**src/rtl/sar_host_pkg.sv**
```systemverilog
package sar_host_pkg;

    typedef enum logic [3:0] {
        ST_IDLE,
        ST_SETUP,
        ST_ACQ_LOW,
        ST_ACQ,
        ST_CNV_LOW,
        ST_EOC_WAIT,
        ST_RD_LO,
        ST_RD_HI,
        ST_RELQ,
        ST_DONE
    } seq_state_t;

    typedef struct packed {
        logic shdn;
        logic twos;
        logic wake;
        logic tout;
    } cyc_ctx_t;

    function automatic int ns_to_cyc(input int ns, input int period);
        int c;
        c = (ns + period - 1) / period;
        return (c < 1) ? 1 : c;
    endfunction

    function automatic int imax(input int a, input int b);
        return (a > b) ? a : b;
    endfunction

endpackage

```
**src/rtl/sar_host_sync.sv**
```systemverilog
module sar_host_sync #(
    parameter int STAGES = 2
) (
    input  logic clk,
    input  logic rst,
    input  logic async_in,
    output logic sync_out
);
    logic [STAGES-1:0] chain_q;

    generate
        if (STAGES == 1) begin : g_one
            always_ff @(posedge clk) begin
                if (rst) chain_q <= '1;
                else     chain_q <= async_in;
            end
        end else begin : g_many
            always_ff @(posedge clk) begin
                if (rst) chain_q <= '1;
                else     chain_q <= {chain_q[STAGES-2:0], async_in};
            end
        end
    endgenerate

    assign sync_out = chain_q[STAGES-1];
endmodule

```
**src/rtl/sar_host_word.sv**
```systemverilog
module sar_host_word #(
    parameter int DATA_W = 16
) (
    input  logic                clk,
    input  logic                rst,
    input  logic                clr,
    input  logic                cap_lo,
    input  logic                cap_hi,
    input  logic                twos_en,
    input  logic [DATA_W/2-1:0] bus,
    output logic [DATA_W-1:0]   word
);
    localparam int BYTE_W = DATA_W / 2;

    logic [BYTE_W-1:0] lo_q, hi_q;

    always_ff @(posedge clk) begin
        if (rst || clr) begin
            lo_q <= '0;
            hi_q <= '0;
        end else begin
            if (cap_lo) lo_q <= bus;
            if (cap_hi) hi_q <= bus;
        end
    end

    assign word = {hi_q, lo_q} ^ {twos_en, {(DATA_W-1){1'b0}}};
endmodule

```
**src/rtl/sar_host_seq.sv**
```systemverilog
module sar_host_seq
    import sar_host_pkg::*;
#(
    parameter int CNT_W      = 22,
    parameter int SET_C      = 10,
    parameter int LOW_C      = 10,
    parameter int ACQ_GAP_C  = 100,
    parameter int WAKE_GAP_C = 1000,
    parameter int EOCW_MIN_C = 10,
    parameter int TO_C       = 1200,
    parameter int RD1_C      = 10,
    parameter int DO_C       = 10,
    parameter int RELQ_C     = 10
) (
    input  logic clk,
    input  logic rst,
    input  logic req_valid,
    input  logic req_shdn,
    input  logic req_twos,
    output logic req_ready,
    input  logic res_ready,
    output logic res_valid,
    output logic res_timeout,
    input  logic done_n,
    output logic cs_n,
    output logic rc,
    output logic hben,
    output logic cap_lo,
    output logic cap_hi,
    output logic clr_word,
    output logic twos_en
);
    seq_state_t        state_q, state_d;
    logic [CNT_W-1:0]  elapsed_q;
    logic [CNT_W-1:0]  dur;
    logic              last;
    logic              eoc_ok;
    logic              ref_off_q;
    cyc_ctx_t          ctx_q;

    always_comb begin
        case (state_q)
            ST_SETUP:               dur = CNT_W'(SET_C);
            ST_ACQ_LOW, ST_CNV_LOW: dur = CNT_W'(LOW_C);
            ST_ACQ:                 dur = ctx_q.wake ? CNT_W'(WAKE_GAP_C) : CNT_W'(ACQ_GAP_C);
            ST_EOC_WAIT:            dur = CNT_W'(TO_C);
            ST_RD_LO:               dur = CNT_W'(RD1_C);
            ST_RD_HI:               dur = CNT_W'(DO_C);
            ST_RELQ:                dur = CNT_W'(RELQ_C);
            default:                dur = CNT_W'(1);
        endcase
    end

    assign last   = (elapsed_q == dur - CNT_W'(1));
    assign eoc_ok = !done_n && (elapsed_q >= CNT_W'(EOCW_MIN_C - 1));

    always_comb begin
        state_d = state_q;
        case (state_q)
            ST_IDLE:     if (req_valid) state_d = ST_SETUP;
            ST_SETUP:    if (last) state_d = ST_ACQ_LOW;
            ST_ACQ_LOW:  if (last) state_d = ST_ACQ;
            ST_ACQ:      if (last) state_d = ST_CNV_LOW;
            ST_CNV_LOW:  if (last) state_d = ST_EOC_WAIT;
            ST_EOC_WAIT: begin
                if (eoc_ok)    state_d = ST_RD_LO;
                else if (last) state_d = ST_RELQ;
            end
            ST_RD_LO:    if (last) state_d = ST_RD_HI;
            ST_RD_HI:    if (last) state_d = ST_RELQ;
            ST_RELQ:     if (last) state_d = ST_DONE;
            ST_DONE:     if (res_ready) state_d = ST_IDLE;
            default:     state_d = ST_IDLE;
        endcase
    end

    always_ff @(posedge clk) begin
        if (rst) begin
            state_q   <= ST_IDLE;
            elapsed_q <= '0;
            ref_off_q <= 1'b1;
            ctx_q     <= '0;
        end else begin
            state_q <= state_d;
            if (state_d != state_q || state_q == ST_IDLE || state_q == ST_DONE)
                elapsed_q <= '0;
            else
                elapsed_q <= elapsed_q + CNT_W'(1);
            if (state_q == ST_IDLE && req_valid) begin
                ctx_q.shdn <= req_shdn;
                ctx_q.twos <= req_twos;
                ctx_q.wake <= ref_off_q;
                ctx_q.tout <= 1'b0;
            end
            if (state_q == ST_EOC_WAIT && !eoc_ok && last)
                ctx_q.tout <= 1'b1;
            if (state_q == ST_RELQ && last)
                ref_off_q <= ctx_q.tout | ctx_q.shdn;
        end
    end

    always_comb begin
        cs_n = 1'b1;
        rc   = 1'b0;
        hben = 1'b0;
        case (state_q)
            ST_ACQ_LOW:  cs_n = 1'b0;
            ST_ACQ:      rc   = ctx_q.shdn;
            ST_CNV_LOW:  begin cs_n = 1'b0; rc = ctx_q.shdn; end
            ST_EOC_WAIT: rc   = 1'b1;
            ST_RD_LO:    begin cs_n = 1'b0; rc = 1'b1; end
            ST_RD_HI:    begin cs_n = 1'b0; rc = 1'b1; hben = 1'b1; end
            default:     ;
        endcase
    end

    assign cap_lo      = (state_q == ST_RD_LO) && last;
    assign cap_hi      = (state_q == ST_RD_HI) && last;
    assign clr_word    = (state_q == ST_IDLE) && req_valid;
    assign twos_en     = ctx_q.twos & ~ctx_q.tout;
    assign req_ready   = (state_q == ST_IDLE);
    assign res_valid   = (state_q == ST_DONE);
    assign res_timeout = ctx_q.tout;
endmodule

```
**src/rtl/sar_host_ctrl.sv**
```systemverilog
module sar_host_ctrl
    import sar_host_pkg::*;
#(
    parameter int CLK_PERIOD_NS  = 4,
    parameter int ACQ_NS         = 2000,
    parameter int WAKE_NS        = 12000000,
    parameter int SETUP_NS       = 40,
    parameter int HOLD_NS        = 40,
    parameter int CS_PULSE_NS    = 40,
    parameter int DATA_DELAY_NS  = 40,
    parameter int RELINQUISH_NS  = 40,
    parameter int EOC_TIMEOUT_NS = 4700,
    parameter int SYNC_STAGES    = 2,
    parameter int DATA_W         = 16
) (
    input  logic              clk,
    input  logic              rst,
    input  logic              req_valid,
    output logic              req_ready,
    input  logic              req_shdn,
    input  logic              req_twos,
    output logic              res_valid,
    input  logic              res_ready,
    output logic [DATA_W-1:0] res_data,
    output logic              res_timeout,
    output logic              adc_cs_n,
    output logic              adc_rc,
    output logic              adc_hben,
    input  logic              adc_done_n,
    input  logic [DATA_W/2-1:0] adc_bus
);
    localparam int SETUP_CYC = ns_to_cyc(SETUP_NS, CLK_PERIOD_NS);
    localparam int HOLD_CYC  = ns_to_cyc(HOLD_NS, CLK_PERIOD_NS);
    localparam int CSW_CYC   = ns_to_cyc(CS_PULSE_NS, CLK_PERIOD_NS);
    localparam int DO_CYC    = ns_to_cyc(DATA_DELAY_NS, CLK_PERIOD_NS);
    localparam int BR_CYC    = ns_to_cyc(RELINQUISH_NS, CLK_PERIOD_NS);
    localparam int ACQ_CYC   = ns_to_cyc(ACQ_NS, CLK_PERIOD_NS);
    localparam int WAKE_CYC  = ns_to_cyc(WAKE_NS, CLK_PERIOD_NS);
    localparam int LOW_CYC   = imax(CSW_CYC, HOLD_CYC);
    localparam int SET_CYC   = imax(SETUP_CYC, CSW_CYC);
    localparam int ACQ_GAP   = imax(imax(ACQ_CYC - LOW_CYC, SETUP_CYC), CSW_CYC);
    localparam int WAKE_GAP  = imax(imax(WAKE_CYC - LOW_CYC, SETUP_CYC), CSW_CYC);
    localparam int EOCW_MIN  = imax(SETUP_CYC, CSW_CYC);
    localparam int TO_CYC    = ns_to_cyc(EOC_TIMEOUT_NS, CLK_PERIOD_NS) + SYNC_STAGES;
    localparam int RD1_CYC   = imax(DO_CYC, LOW_CYC);
    localparam int RELQ_CYC  = imax(BR_CYC, CSW_CYC);
    localparam int CNT_W     = $clog2(imax(imax(WAKE_GAP, TO_CYC), ACQ_GAP) + 2);

    logic done_n_s;
    logic cap_lo, cap_hi, clr_word, twos_en;

    sar_host_sync #(.STAGES(SYNC_STAGES)) u_sync (
        .clk      (clk),
        .rst      (rst),
        .async_in (adc_done_n),
        .sync_out (done_n_s)
    );

    sar_host_seq #(
        .CNT_W      (CNT_W),
        .SET_C      (SET_CYC),
        .LOW_C      (LOW_CYC),
        .ACQ_GAP_C  (ACQ_GAP),
        .WAKE_GAP_C (WAKE_GAP),
        .EOCW_MIN_C (EOCW_MIN),
        .TO_C       (TO_CYC),
        .RD1_C      (RD1_CYC),
        .DO_C       (DO_CYC),
        .RELQ_C     (RELQ_CYC)
    ) u_seq (
        .clk         (clk),
        .rst         (rst),
        .req_valid   (req_valid),
        .req_shdn    (req_shdn),
        .req_twos    (req_twos),
        .req_ready   (req_ready),
        .res_ready   (res_ready),
        .res_valid   (res_valid),
        .res_timeout (res_timeout),
        .done_n      (done_n_s),
        .cs_n        (adc_cs_n),
        .rc          (adc_rc),
        .hben        (adc_hben),
        .cap_lo      (cap_lo),
        .cap_hi      (cap_hi),
        .clr_word    (clr_word),
        .twos_en     (twos_en)
    );

    sar_host_word #(.DATA_W(DATA_W)) u_word (
        .clk     (clk),
        .rst     (rst),
        .clr     (clr_word),
        .cap_lo  (cap_lo),
        .cap_hi  (cap_hi),
        .twos_en (twos_en),
        .bus     (adc_bus),
        .word    (res_data)
    );
endmodule

```
**config.mk**
```make
export PLATFORM = sky130hd
export DESIGN_NAME = sar_host_ctrl
export DESIGN_NICKNAME = d
export VERILOG_FILES = /design/src/rtl/sar_host_pkg.sv /design/src/rtl/sar_host_sync.sv /design/src/rtl/sar_host_word.sv /design/src/rtl/sar_host_seq.sv /design/src/rtl/sar_host_ctrl.sv
export SDC_FILE = /design/constraint.sdc
export NUM_CORES = 1
export LEC_CHECK = 0
export ABC_AREA = 1
export BUFFER_PORTS_ARGS = -buffer_cell sky130_fd_sc_hd__buf_2
export CELL_PAD_IN_SITES_DETAIL_PLACEMENT = 1
export CELL_PAD_IN_SITES_GLOBAL_PLACEMENT = 2
export CORE_MARGIN = 4
export CORE_UTILIZATION = 25
export DETAILED_ROUTE_END_ITERATION = 10
export HOLD_SLACK_MARGIN = 0.06
export PLACE_DENSITY_LB_ADDON = 0.08
export SYNTH_ARGS = -nofsm -noshare
export SYNTH_HDL_FRONTEND = slang
export SYNTH_SLANG_ARGS = --single-unit
```
**constraint.sdc**
```tcl
create_clock -name clk -period 4.9 [get_ports clk]
set_input_delay 0.49 -clock clk [delete_from_list [all_inputs] [get_ports clk]]
set_output_delay 0.49 -clock clk [all_outputs]
set_load 0.01 [all_outputs]
```
Word level (Yosys, flattened, before mapping)
Index checks and enable logic that the tools add are counted.

Register bits after elaboration: 49. Bits of input ports: 15. Output and inout bits: 22. Logic and storage cells: 65.

$add $sub $neg: 2. $lt $le $gt $ge: 1. Eq/ne operators: 11. Mux-type cells: 18. Bitwise gates (word level): 4. Reductions and logical operators: 19.

Operators by type and width (count): $pmux 22 s3 (1); $mux 4 (10); $pmux 4 s10 (1); $add 22x1->22 const B (1); $eq 22x22->1 (1); $ge 22x4->1 const B (1); $mux 22 (1); $sub 22x1->22 const B (1); $eq 4x3->1 const B (4); $xor 16x16->16 (1); $eq 4x2->1 const B (2); $eq 4x4->1 const B (2); $logic_and 1x1->1 (7); $reduce_or 6->1 (1); $eq 4x1->1 const B (1); $logic_not 4->1 (1); $mux 1 (4); $ne 4x4->1 (1); $reduce_or 2->1 (2); $reduce_or 4->1 (1); $logic_or 1x1->1 (3); $reduce_or 3->1 (1); $logic_not 1->1 (2); $pmux 1 s2 (1); other kinds (4) (4).

Depth between registers and ports, before layout
Gate-level depths: netlist of the first run.

Word-level depth: 12. Mapped depth: 26. Depth with buffers taken out: 24.

Cells and area by module
Synthesis of the first run repeated with hierarchy kept, for this count alone.

Cell total of the unflattened synthesis: 436. Area, all modules: 2944.1 sq um.

By module, submodules not included: sar_host_seq (times used 1, cells each 327, area each 2170.8 sq um, sequential area each 620.6 sq um); sar_host_word (times used 1, cells each 102, area each 714.4 sq um, sequential area each 320.3 sq um); sar_host_sync (times used 1, cells each 7, area each 58.8 sq um, sequential area each 40.0 sq um).

Worst setup path after synthesis of the first run
OpenSTA, ideal clock, no wires.

Path kind: register to register. From: register u_seq.state_q[0]. To: register u_seq.elapsed_q[2]. Setup time: 0.121 ns. Data arrival time: 2.654 ns. Data required time: 4.779 ns. Setup slack: 2.125 ns. Stages on the path, launching flop included: 26. Path buffers: 2. Clock period less this slack: 2.775 ns. Cells stage by stage: dfxtp_1 buf_6 nor2_1 nand3_1 nand2_2 nor2_4 nand2_2 inv_2 ha_1 xnor2_1 inv_1 nand2_1 nand2_1 nor2_1 nand2_1 nor2_1 nand2_2 nor2_4 nand3_2 nor2_2 nor2_2 nand2_1 nand2_2 nand4_4 buf_12 nor2_4.

Cells in the longest elaborated chain, start to end: 12. Elaborated cells between the ends (all ways): 29. Classes of those cells: 1 x add/sub; 11 x eq/ne; 12 x mux; 5 x reduce/logical.

Ends and longest elaborated chain: from (decl) (RTL line sar_host_seq.sv:33) `seq_state_t state_q, state_d;`; from (signal assigned) (RTL line sar_host_seq.sv:84) `state_q <= state_d;`; $eq 4x1->1 (tied with other cells) (RTL line sar_host_seq.sv:42, sar_host_seq.sv:59); $reduce_or 6->1 (no source line); $pmux 22 s3 (RTL line sar_host_seq.sv:42) `case (state_q)`; $sub 22x1->22 (RTL line sar_host_seq.sv:54) `assign last = (elapsed_q == dur - CNT_W'(1));`; $eq 22x22->1 (RTL line sar_host_seq.sv:54); $mux 4 (RTL line sar_host_seq.sv:67, sar_host_seq.sv:70); $mux 4 (RTL line sar_host_seq.sv:66) `if (eoc_ok) state_d = ST_RD_LO;`; $pmux 4 s10 (RTL line sar_host_seq.sv:59) `case (state_q)`; $ne 4x4->1 (RTL line sar_host_seq.sv:85) `if (state_d != state_q || state_q == ST_IDLE || state_q == ST_DONE)`; $logic_or 1x1->1 (RTL line sar_host_seq.sv:85); $logic_or 1x1->1 * (RTL line sar_host_seq.sv:85); $reduce_or 2->1 (no source line) *; to (signal assigned) (RTL line sar_host_seq.sv:88) `elapsed_q <= elapsed_q + CNT_W'(1);`; to (decl) (RTL line sar_host_seq.sv:34) `logic [CNT_W-1:0] elapsed_q;`.

Mark *: on every way between the ends. The rest lies on a longest branch, timed or not. A chain may end at the register's enable or synchronous reset.

Final worst setup path of the first run
From: register u_seq.state_q[0]. To: register u_seq.elapsed_q[4].

The elaborated chain is that of the path after synthesis.

==> results.json, run 1 <==
{
  "status": "complete, no violations",
  "cap_viol_max_count": 0,
  "routedWlPerCell_um": 14.3,
  "drv_slew": 0,
  "hold_viol_final": 0,
  "power_leakage_nw": 1.43,
  "grt_pass1_wl_mm": 14.6,
  "synth_mux_area_share_pct": 0,
  "avgSynthCellArea_sq_um": 7.23,
  "synth_most_common_cell": "nand2_1",
  "first_iter_violations": 106,
  "syn_nets": 460,
  "routed_wl_mm": 9.05,
  "ys_types": 40,
  "post-route-period-util_pct": 80.9,
  "clockBufferDepth": 2,
  "clock.fmax_ghz": 0.252,
  "grt_overflow": 0,
  "gr-usage-all-layers_pct": 12.8,
  "internal-power_mw": 0.747,
  "synth_xor_area_share_pct": 6.05,
  "path_class": "reg2reg",
  "synth_top_cell_by_area": "dfxtp_1",
  "reg2reg_setup_slack_ns": 0.93,
  "p_sw_mw": 0.486,
  "period_needed_ns": 3.97,
  "min_to": "u_sync.chain_q[0]$_SDFF_PP1_",
  "p_sw_share_pct": 39.4,
  "final_core_utilization_pct": 29.2,
  "first_pass_iters": 4,
  "setup_viol": 0,
  "rsz0062_at_grt": "false",
  "stdcell_count": 635,
  "multi_input_area_sq_um": 1780,
  "ys.flop_type": "dfxtp_1",
  "holdCritStartpoint": "adc_done_n",
  "cts_tree": "done",
  "first_global_vias": 2812,
  "cp-start-kind": "flip-flop",
  "num-fill-cells": 1528,
  "postRouteAntennaNets": 0,
  "io_buffers": 36,
  "synth_compound_area_share_pct": 9.58,
  "fin_worst_skew_ns": 0.00339,
  "nNetsFinal": 485,
  "crit_fanout": 22,
  "clkPwrFrac_pct": 29.4,
  "ir_drop_mv": 0.136,
  "grt_max_degree": 23,
  "power_density_nw_per_um2": 345,
  "synth_top_area_share_pct": 30.8,
  "cts_num_sinks": 49,
  "hold_depth": 2,
  "finalPower_mw": 1.23,
  "reg2reg_from": "u_seq.state_q[0]$_SDFF_PP0_",
  "cts-htree-levels": 2,
  "max-slew-margin-rel_pct": 57.8,
  "vias_per_cell": 4.35,
  "netlist_area_sq_um": 3190,
  "synth_area_leaders": "dfxtp_1 (31%), nand2_1 (8.6%), nor2_4 (8.5%)",
  "reg2reg_depth": 23,
  "syn_inst": 441,
  "synth_edf_count": 0,
  "seq_area_frac_synth_pct": 30.8,
  "die_h_um": 121,
  "rows": 40,
  "diodes": 0,
  "clkTransAtPathRegs_ns": 0.07,
  "ys_warn_count": 0,
  "drive_above_1_share_pct": 22.9,
  "timing.rr.end": "u_seq.elapsed_q[4]$_SDFF_PP0_",
  "crit_required_ns": 5.07,
  "die-width_um": 121,
  "setup_tns_ns": 0,
  "num_vias": 2764,
  "hp-class": "in2reg",
  "ys_top_cells_by_count": "nand2_1 (73), inv_1 (66), dfxtp_1 (49)",
  "synth-simple-area-share_pct": 38.6,
  "drc_errors": 0,
  "antenna_found_initial": 0,
  "synth_top_family_by_area": "simple AND/OR/NAND/NOR gates",
  "tightest_slew_ns": 0.633,
  "seqCellArea_sq_um": 981,
  "gp_congestion": 0.789,
  "ctsResizeCount": 0,
  "clock_latency_ns": 0.30,
  "io_pins": 37,
  "critPathArrivalTime_ns": 4.13,
  "postSynthRegisterBits": 49,
  "start_util_pct": 26.0,
  "seq_power_share_pct": 34.4,
  "cts_made_buffers": 5,
  "synth-adder-area-share_pct": 1.57,
  "syn_to_final_growth_pct": 12.2,
  "async_flop_share_pct": 0,
  "detailed_place_hpwl_mm": 7.14,
  "cts-hold-fix-buffers": 0,
  "post-cts-setup-buffers": 0,
  "dp_cells": 627,
  "core_area_sq_um": 12300,
  "die_area_sq_um": 14600,
  "cts_root_buf": "clkbuf_16",
  "pwr-share-comb_pct": 36.1,
  "end_kind": "flip-flop"
}
## power groups by stage
stage / Sequential, mW / Clock [mW] / Combinational, mW
after detailed placement: 0.433 / 0 / 0.454
after CTS: 0.424 / 0.384 / 0.455
final: 0.425 / 0.363 / 0.445
after global placement: 0.434 / 0 / 0.453
after global routing: 0.426 / 0.397 / 0.509
after floorplan: 0.424 / 0 / 0.378
## layout make-up
| class | instances | share of cell area, % |
|---|---|---|
| Timing Repair Buffer | 37 | 5.25 |
| Tap cell | 168 | 5.88 |
| Sequential cell | 49 | 27.4 |
| Inverter | 73 | 7.66 |
| Clock buffer | 5 | 3.50 |
| Clock inverter | 3 | 0.595 |
| Multi-Input combinational cell | 300 | 49.7 |
## per-stage QoR
stage / hold slack [ns] / instance area, sq um / setup slack, ns
after floorplan: 0.389 / 3190 / 2.12
after global placement: 0.403 / 3430 / 0.994
after detailed placement: 0.409 / 3430 / 0.895
after CTS: 0.371 / 3580 / 0.877
after global routing: 0.379 / 3580 / 0.522
final: 0.390 / 3580 / 0.935
## worst max-delay path, stage by stage (launching register included)
cell and delay [ns]:
dfxtp_1 0.59, nor2_1 0.14, nand3_1 0.17, nand2_2 0.09, nor2_4 0.18, nand2_2 0.10, ha_1 0.23, xnor2_1 0.23
inv_1 0.06, nand2_1 0.08, nand2_1 0.06, nor2_1 0.11, nand2_1 0.06, nor2_1 0.11, nand2_2 0.08, nor2_4 0.12
nand4_2 0.33, nand2_1 0.21, nor2_2 0.07, nand2_1 0.07, nand2_2 0.06, nand4_4 0.05, buf_4 0.52, nor2_1 0.09
## sequential cells by signal (all words and copies together), names as in the netlist
register and flops:
u_seq.elapsed_q 22, u_word.hi_q 8, u_word.lo_q 8, u_seq.state_q 4, u_seq.ctx_q 3, u_sync.chain_q 2
u_seq.ref_off_q 1, u_seq.res_timeout 1
## routing by layer
layer	wire, um	up-vias	part of all wire (%)	global-route usage [%]
met1	4510	1277	50	17.0
met2	4100	33	45	20.8
met3	313	8	3.5	2.66
met5	0	-	0	0
met4	129	0	1.4	4.04
li1	-	1446	-	-
## cells in the final DEF, fill, tap and decap left out, types with 2 or more instances in the layout
cell type	netlist	final
dfxtp_1	49	49
or2_2	2	2
o21ai_0	24	24
nand2_1	73	73
nor3_1	7	7
nand4_1	7	7
buf_2	1	36
xnor2_1	3	3
nand3_1	32	32
clkbuf_16	0	5
nand2_2	11	11
nor4_1	5	5
nor2_1	35	35
nand3_2	5	5
o21ai_1	2	2
a21oi_1	22	22
inv_1	66	66
and2_4	2	2
xor2_1	19	19
nor2_4	24	24
nor2_2	5	5
inv_2	6	6
o21ai_2	2	2
nand2_4	2	2
nand3b_1	4	4
ha_1	4	4
## worst max path at each step
stage                           startpoint                            end  slack [ns]  depth (start not counted)
4_1_cts        u_seq.state_q[0]$_SDFF_PP0_  u_seq.elapsed_q[4]$_SDFF_PP0_        0.88                         23
3_5_place_dp   u_seq.state_q[0]$_SDFF_PP0_  u_seq.elapsed_q[4]$_SDFF_PP0_        0.89                         23
2_1_floorplan  u_seq.state_q[0]$_SDFF_PP0_  u_seq.elapsed_q[2]$_SDFF_PP0_        2.12                         25
5_1_grt        u_seq.state_q[0]$_SDFF_PP0_  u_seq.elapsed_q[4]$_SDFF_PP0_        0.52                         23
6_report       u_seq.state_q[0]$_SDFF_PP0_  u_seq.elapsed_q[4]$_SDFF_PP0_        0.93                         23
3_3_place_gp   u_seq.state_q[0]$_SDFF_PP0_  u_seq.elapsed_q[4]$_SDFF_PP0_        0.99                         23
## logic make-up (layout without fill, tap and decap cells)
| logic type | after synthesis | after routing |
|---|---|---|
| and+or+nand+nor | 218 | 218 |
| DFF | 49 | 49 |
| xor gates and xnor gates | 22 | 22 |
| adders and majority gates | 4 | 4 |
| AOI/OAI and AO/OA | 56 | 56 |
| buffers and inverters | 92 | 118 |
Note: power is estimated with default switching activity, not from simulation.
==> inputs of run 2 (changes only) <==
==> constraint.sdc (replaced) <==
create_clock -name clk -period 3.6 [get_ports clk]
set_input_delay 0.36 -clock clk [delete_from_list [all_inputs] [get_ports clk]]
set_output_delay 0.36 -clock clk [all_outputs]
set_load 0.01 [all_outputs]
==> run 2 against run 1 <==
  * Sequential share of layout area shrank 0.54 points
  * Die area unchanged
  * Clock skew up 0.0069 ns
  * Register-to-register slack got worse by 0.60 ns
  * Global-route usage grew 0.19 points
  * Non-clock buffer count rose by 7
  * Hold slack got worse by 0.14 ns
  * Maximum frequency increased by 21%
  * Combinational power rose by 44%
  * Core utilization grew 0.78 points
==> results.json, run 2 (synthesized netlist as in run 1, its figures left out) <==
{
  "cap_viol_max_count": 0,
  "fin_worst_skew_ns": 0.0103,
  "start_util_pct": 26.0,
  "crit_required_ns": 3.84,
  "power_leakage_nw": 1.48,
  "max-slew-margin-rel_pct": 57.3,
  "core_area_sq_um": 12300,
  "endpoint": "u_seq.elapsed_q[17]$_SDFF_PP0_",
  "setup_viol": 0,
  "vias_per_cell": 4.33,
  "first_pass_iters": 4,
  "tightest_slew_ns": 0.634,
  "drive_above_1_share_pct": 25.1,
  "clkTransAtPathRegs_ns": 0.08,
  "cts_tree": "done",
  "die_h_um": 121,
  "routedWlPerCell_um": 14.4,
  "post-route-period-util_pct": 90.7,
  "detailed_place_hpwl_mm": 7.39,
  "antenna_found_initial": 0,
  "end_kind": "flip-flop",
  "clockBufferDepth": 2,
  "cts_made_buffers": 5,
  "reg2reg_from": "u_seq.state_q[3]$_SDFF_PP0_",
  "grt_max_degree": 18,
  "largest-register": "u_seq.elapsed_q",
  "crit_fanout": 14,
  "critPathArrivalTime_ns": 3.51,
  "crit_chain": "nor2_2 -> nand2_1 -> nand2_2 -> nor2_4 -> nand2_2 -> inv_2 -> ha_1 -> inv_1 -> nor2_4 -> nand2_4 -> nand2_2 -> nand2_1 -> nand2_1 -> nand2_1 -> nor2_2 -> nand3_2 -> o21ai_2 -> nand2_1 -> nand2_2 -> nand4_4 -> buf_12 -> nor2_4",
  "final_cell_mix": "nand2_1 (72), inv_1 (66), dfxtp_1 (46), buf_2 (36), nor2_1 (35)",
  "gp_congestion": 0.799,
  "cp-start-kind": "flip-flop",
  "syn_to_final_growth_pct": 15.2,
  "reg2reg_setup_slack_ns": 0.34,
  "clock.fmax_ghz": 0.306,
  "status": "complete, no violations",
  "cpMaxStageDelayCell": "dfxtp_2",
  "worstSetupStartpoint": "u_seq.state_q[3]$_SDFF_PP0_",
  "final_common_cell": "nand2_1",
  "stdcell_count": 642,
  "first_global_vias": 2753,
  "largest_reg_flops": 22,
  "hold_viol_final": 0,
  "power_density_nw_per_um2": 470,
  "first_iter_violations": 118,
  "reg2reg_depth": 22,
  "diodes": 0,
  "timing.rr.end": "u_seq.elapsed_q[17]$_SDFF_PP0_",
  "postRouteAntennaNets": 0,
  "path_class": "reg2reg",
  "nNetsFinal": 492,
  "rows": 40,
  "num_vias": 2779,
  "drv_slew": 0,
  "period_needed_ns": 3.26,
  "fin_area_sq_um": 3670,
  "placed_cell_area_sq_um": 3490,
  "drc_errors": 0,
  "hp-class": "in2reg",
  "slowest_delay_ns": 0.42,
  "reg.largest.list": "u_seq.elapsed_q x22, u_word.hi_q x8, u_word.lo_q x8",
  "cts-hold-fix-buffers": 0,
  "gr-usage-all-layers_pct": 13.0,
  "ir_drop_mv": 0.190,
  "io_buffers": 36,
  "die_area_sq_um": 14600,
  "io_pins": 37,
  "rsz0062_at_grt": "false",
  "setup_tns_ns": 0,
  "crit_top_cell": "nand2_1",
  "grt_overflow": 0,
  "dp_cells": 631,
  "cts_root_buf": "clkbuf_16",
  "grt_pass1_wl_mm": 14.9,
  "routed_wl_mm": 9.26,
  "clock_latency_ns": 0.30,
  "cts-htree-levels": 2,
  "die-width_um": 121,
  "final_core_utilization_pct": 29.9,
  "cts_num_sinks": 49,
  "hold_ws_ns": 0.251
}
-- run 2: cell type report --
type	instances	area (sq um)
clock buffers	5	125
repair buffers	44	265
flip-flops and latches	49	987
multi-input cells	300	1790
fillers	1538	8590
well taps	168	210
clock inverters	3	25.0
inverters	73	274
-- run 2: worst min path at each step --
stage | slack, ns | depth (start not counted) | to | start
2_1_floorplan | 0.39 | 1 | u_sync.chain_q[1]$_SDFF_PP1_ | u_sync.chain_q[0]$_SDFF_PP1_
3_3_place_gp | 0.40 | 1 | u_sync.chain_q[1]$_SDFF_PP1_ | u_sync.chain_q[0]$_SDFF_PP1_
3_5_place_dp | 0.40 | 1 | u_sync.chain_q[1]$_SDFF_PP1_ | u_sync.chain_q[0]$_SDFF_PP1_
4_1_cts | 0.24 | 2 | u_sync.chain_q[0]$_SDFF_PP1_ | adc_done_n
5_1_grt | 0.25 | 2 | u_sync.chain_q[0]$_SDFF_PP1_ | adc_done_n
6_report | 0.25 | 2 | u_sync.chain_q[0]$_SDFF_PP1_ | adc_done_n
-- run 2: critical path: cells and delay by family (launching register included) --
kind | cells | cell delay, ns
fa+ha+maj | 1 | 0.18
simple gates | 17 | 2.07
buf+inv | 3 | 0.39
flops | 1 | 0.42
compound gates | 1 | 0.14
-- run 2: what timing repair did --
item / in CTS / in global routing
setup endpoints to repair: 3 / 30
buffers inserted: 0 / 3
gates resized for setup: 1 / 5
-- run 2: per-stage QoR --
stage          power (mW)  setup slack (ns)
2_1_floorplan        1.09             0.825
3_3_place_gp         1.23             0.109
3_5_place_dp         1.23           -0.0151
4_1_cts              1.75            0.0178
5_1_grt              1.85            0.0195
6_report             1.72             0.336
-- run 2: metal layers --
layer,wire (um),GRT usage (%),vias to the layer above
li1,-,-,1451
met1,4700,18.6,1286
met2,4150,19.7,34
met3,305,2.75,8
met4,111,3.61,0
met5,0,0,-
-- run 2: power by group --
group	switching (mW)	total (mW)	internal, mW
clock	0.244	0.507	0.264
combinational	0.414	0.639	0.225
sequential	0.0220	0.579	0.557
